$ cat config.mk
export PLATFORM = sky130hd
export DESIGN_NAME = seqchk_lane
export DESIGN_NICKNAME = d
export VERILOG_FILES = /design/src/rtl/seqchk_pkg.sv /design/src/rtl/seqchk_sync.sv /design/src/rtl/seqchk_lane.sv
export SDC_FILE = /design/constraint.sdc
export NUM_CORES = 1
export LEC_CHECK = 0
export BUFFER_PORTS_ARGS = -buffer_cell sky130_fd_sc_hd__buf_2
export CAP_MARGIN = 20
export CELL_PAD_IN_SITES_DETAIL_PLACEMENT = 1
export CELL_PAD_IN_SITES_GLOBAL_PLACEMENT = 2
export CORE_UTILIZATION = 38
export DETAILED_ROUTE_END_ITERATION = 7
export GPL_TIMING_DRIVEN = 0
export PLACE_DENSITY = 0.87
export SETUP_SLACK_MARGIN = 0.2
export SKIP_LAST_GASP = 1
export SLEW_MARGIN = 15
export SYNTH_ARGS = -nofsm -noshare
export SYNTH_HDL_FRONTEND = slang
export SYNTH_SLANG_ARGS = --single-unit
$ cat constraint.sdc
create_clock -name dp_clk -period 4.97 [get_ports dp_clk]
set_input_delay 0.994 -clock dp_clk [delete_from_list [all_inputs] [get_ports dp_clk]]
set_output_delay 0.994 -clock dp_clk [all_outputs]
set_load 0.005 [all_outputs]
$ cat src/rtl/seqchk_pkg.sv
package seqchk_pkg;
  localparam int WORD_W = 32;

  typedef enum logic {PAT_PRBS = 1'b0, PAT_COUNT = 1'b1} pat_e;

  localparam logic [1:0] OFS_CTRL = 2'd0;
  localparam logic [1:0] OFS_STAT = 2'd1;
  localparam logic [1:0] OFS_CNT  = 2'd2;

  function automatic logic [WORD_W-1:0] seq_next(input pat_e p, input logic [WORD_W-1:0] x);
    if (p == PAT_COUNT) return x + 1'b1;
    return {x[WORD_W-2:0], x[31] ^ x[21] ^ x[1] ^ x[0]};
  endfunction
endpackage

$ cat src/rtl/seqchk_sync.sv
module seqchk_sync #(
  parameter int W = 1,
  parameter int STAGES = 2,
  parameter logic [W-1:0] RST_VAL = '0
) (
  input  logic         clk,
  input  logic         rst,
  input  logic [W-1:0] d,
  output logic [W-1:0] q
);
  logic [W-1:0] stg [STAGES];

  always_ff @(posedge clk) begin
    if (rst) begin
      for (int i = 0; i < STAGES; i++) stg[i] <= RST_VAL;
    end else begin
      stg[0] <= d;
      for (int i = 1; i < STAGES; i++) stg[i] <= stg[i-1];
    end
  end

  assign q = stg[STAGES-1];
endmodule

$ cat src/rtl/seqchk_lane.sv
module seqchk_lane
  import seqchk_pkg::*;
#(
  parameter int DATA_W = 40,
  parameter int CNT_W = 32,
  parameter int SYNC_STAGES = 2
) (
  input  logic              dp_clk,
  input  logic              dp_rst,
  input  logic [1:0]        ctrl_async,
  input  logic              in_valid,
  input  logic [DATA_W-1:0] in_data,
  output logic              err_q,
  output logic              nores_q,
  output logic [CNT_W-1:0]  cnt_gray_q
);
  logic [1:0]        ctrl_s;
  logic              en_s;
  pat_e              pat_s;
  logic [WORD_W-1:0] word;
  logic [WORD_W-1:0] pred;
  logic [CNT_W-1:0]  cnt;

  seqchk_sync #(.W(2), .STAGES(SYNC_STAGES), .RST_VAL(2'b00)) u_ctrl_sync (
    .clk(dp_clk), .rst(dp_rst), .d(ctrl_async), .q(ctrl_s)
  );

  assign en_s  = ctrl_s[0];
  assign pat_s = pat_e'(ctrl_s[1]);
  assign word  = in_data[WORD_W-1:0];

  if (DATA_W > WORD_W) begin : g_hi
    logic unused_hi;
    assign unused_hi = ^in_data[DATA_W-1:WORD_W];
  end

  always_ff @(posedge dp_clk) begin
    if (dp_rst || !en_s) begin
      nores_q <= 1'b1;
      err_q   <= 1'b0;
      pred    <= '0;
      cnt     <= '0;
    end else if (in_valid) begin
      if (cnt != '1) cnt <= cnt + 1'b1;
      if (nores_q) begin
        nores_q <= 1'b0;
        pred    <= seq_next(pat_s, word);
      end else begin
        if (word != pred) err_q <= 1'b1;
        pred <= seq_next(pat_s, pred);
      end
    end
  end

  always_ff @(posedge dp_clk) begin
    if (dp_rst) cnt_gray_q <= '0;
    else        cnt_gray_q <= cnt ^ (cnt >> 1);
  end

  AST_OFF_CLEARS: assert property (@(posedge dp_clk) disable iff (dp_rst)
    !en_s |=> (cnt == '0 && !err_q && nores_q));
  AST_ERR_STICKY: assert property (@(posedge dp_clk) disable iff (dp_rst)
    (en_s && err_q) |=> err_q);
  AST_CNT_HOLD: assert property (@(posedge dp_clk) disable iff (dp_rst)
    (en_s && !in_valid) |=> $stable(cnt));
  AST_CNT_STEP: assert property (@(posedge dp_clk) disable iff (dp_rst)
    (en_s && in_valid && cnt != '1) |=> cnt == $past(cnt) + 1'b1);
  AST_NORES_EMPTY: assert property (@(posedge dp_clk) disable iff (dp_rst)
    nores_q |-> cnt == '0);
  AST_SEED_CLEARS: assert property (@(posedge dp_clk) disable iff (dp_rst)
    (en_s && nores_q && in_valid) |=> !nores_q);
endmodule

==> reports/qor.yml <==
synthTopCellsByArea: "dfxtp_1 (31%), xnor2_1 (7.0%), ha_1 (6.3%), nor2_1 (4.3%), nor2b_1 (4.0%)"
hp-start: "u_ctrl_sync.stg[0][1]"
grtUsageTotal_pct: 28.1
synth.avg_cell_area_um2: 8.11
fin_nets: 949
post_cts_buffers: 0
r2r_end: "pred[14]"
path_class: "input port to flip-flop"
fp.dieH_um: 133
cp_max_fo: 9
slowest_delay_ns: 0.80
met2_usage_pct: 47.4
num_rows: 47
yosysUniqueCellTypes: 63
ir_drop_uv: 155
finalPower_mw: 1.76
grt_overflow_total: 0
grt_pass1_wl_um: 37900
cts_hold_buf: 0
core_um2: 16600
synth_edf_count: 0
cp.arrival_ns: 3.43
cts_resized: 0
antenna_found_initial: 0
relSlewSlack_pct: 34.0
hp-class: "flip-flop to flip-flop"
diodes: 0
clkSinkCount: 102
holdPathStages: 1
clockBufferDepth: 2
crit_buf_inv: 2
mostFrequentLayoutCells: "dfxtp_1 (102), nor2_1 (75), buf_2 (71)"
placedInstanceArea_um2: 7070
vias_per_cell: 6.00
netlist_instances: 803
grt_max_degree: 21
ys.flop_type: "dfxtp_1"
drcViolationCount: 0
drv_cap: 0
final-hold-violation-count: 0
cp.required_ns: 5.26
fin_hold_ws_ns: 0.442
syn_area_um2: 6510
grt_pass1_vias: 6872
setup_viol: 0
firstDrtPassIters: 4
routabilityCongestion: 0.952
clk_pin_slew_ns: 0.09
p_leak_nw: 2.81
tns_ns: 0
status: "finished clean"
fin_area_um2: 7370
crit_top_cell: "nor2_1"
syn_to_final_growth_pct: 13.2
min_to: "u_ctrl_sync.stg[0][3]"
clk_latency_ns: 0.37
yosys_warnings: 0
tightest_slew_ns: 0.982
rsz0062_at_grt: "false"
ys_seq_elements: 102
reg2regPathDepth: 6
startpoint_type: "input port"
final_max_slew_viol_count: 0
finClkSkew_ns: 0.0128
use_met1_pct: 34.3
yosys.area.top_type: "dfxtp_1"
final_common_cell: "dfxtp_1"
layout-drive-gt1-share_pct: 11.8
powerDensity_nw_per_um2: 238
cts_tree: "done"
start_util_pct: 39.1
ys_async_sr_fraction_pct: 0
cts-root-buf: "clkbuf_16"
post-route-min-period_ns: 3.14
cts-htree-levels: 3
slowest_stage: "nor2_1"
cts_inserted_buffers: 9
yosysSeqAreaShare_pct: 31.3
cp_top_family: "simple AND/OR/NAND/NOR gates"
die_w_um: 133
dp_hpwl_um: 18000
drtIter0Drc: 372
end_kind: "flip-flop"
antenna_left: 0
routedWlPerCell_um: 22.0
dieArea_um2: 17700
grt_busiest_layer: "met2"
grt_use_met3_pct: 4.79
io_pins: 79
synth_top_area_share_pct: 31.3
path_cells: "clkbuf_1 -> clkinv_1 -> nor2_1 -> nand2_1 -> nor2_1 -> o221ai_1 -> o211ai_1"
portBuffers: 57
finalCritPeriodShare_pct: 63.3
fmax_mhz: 318
drt_wl_total_um: 24200
dr_total_vias: 6579
r2r-start: "pred[4]"
finish.utilization_pct: 44.3
syn_nets: 881
timing.reg2reg.setup_slack_ns: 1.87
worst max path at each step:
stage	from	to	slack, ns	cells past startpoint
global route	pred[2]	pred[14]	1.67	6
CTS	in_data[13]	pred[31]	1.95	8
detailed placement	in_valid	pred[29]	1.57	7
floorplan	in_data[7]	pred[31]	2.13	8
global placement	in_valid	pred[19]	1.64	6
finish	in_valid	pred[29]	1.83	7
where the power goes:
group | total (mW) | switching, mW | internal (mW)
registers | 0.825 | 0.00355 | 0.821
logic | 0.190 | 0.129 | 0.0609
clock network | 0.743 | 0.387 | 0.356
total | 1.76 | 0.519 | 1.24
metrics by stage:
step,cells,setup slack (ns)
2_1_floorplan,803,2.13
3_3_place_gp,1080,1.64
3_5_place_dp,1080,1.57
4_1_cts,1096,1.95
5_1_grt,1096,1.67
6_report,1096,1.83
registers in the layout, summed over array words and instances, names as in the netlist:
name	cells
cnt_gray_q	32
u_ctrl_sync.stg	4
pred	32
nores_q	1
err_q	1
cnt	32
layer usage:
layer  vias up  wire length, µm  share of wire, %
met3        61             1410               5.8
met1      3249            10200                42
met4         0              991               4.1
met2       248            11600                48
li1       3021                -                 -
met5         -                0                 0
kinds of logic (layout without fill, tap and decap cells):
group	after synthesis	count (layout)	share of synthesized area, %
and+or+nand+nor	318	318	25.3
AOI/OAI and AO/OA	165	165	16.9
adders and majority gates	33	33	6.34
xor gates and xnor gates	80	80	10.8
muxes	26	26	4.42
buffers and inverters	79	152	4.94
DFF	102	102	31.3
Yosys cell counts, types with 4 or more instances:
| cell type | n |
|---|---|
| a211o_1 | 8 |
| a31oi_1 | 14 |
| xor2_1 | 28 |
| mux2i_1 | 22 |
| nor2b_1 | 42 |
| nor2_1 | 75 |
| nand2b_1 | 8 |
| clkbuf_1 | 48 |
| a41oi_1 | 4 |
| and2_1 | 5 |
| o31ai_1 | 4 |
| ha_1 | 33 |
| a211oi_1 | 19 |
| a311oi_1 | 4 |
| or4_1 | 6 |
| nor3_1 | 14 |
| and4_1 | 5 |
| nand4_1 | 25 |
| o22ai_1 | 6 |
| o211ai_1 | 4 |
| a21oi_1 | 42 |
| xnor2_1 | 52 |
| nor4_1 | 10 |
| inv_1 | 11 |
| a21o_1 | 5 |
| dfxtp_1 | 102 |
| nand2_1 | 55 |
| o21ai_0 | 26 |
| o41ai_1 | 4 |
| buf_2 | 14 |
| and3_1 | 15 |
| nand3_1 | 46 |
final cells by class:
class                      count  area, µm²
multi-input combinational    622       4150
timing repair buffer          57        285
tap                          220        275
clock inverter                 7       71.3
fill                        2056       9270
inverter                      12       45.0
buffer                        67        277
clock buffer                   9        225
sequential                   102       2040
No activity file was read; power rests on OpenSTA's default activity.
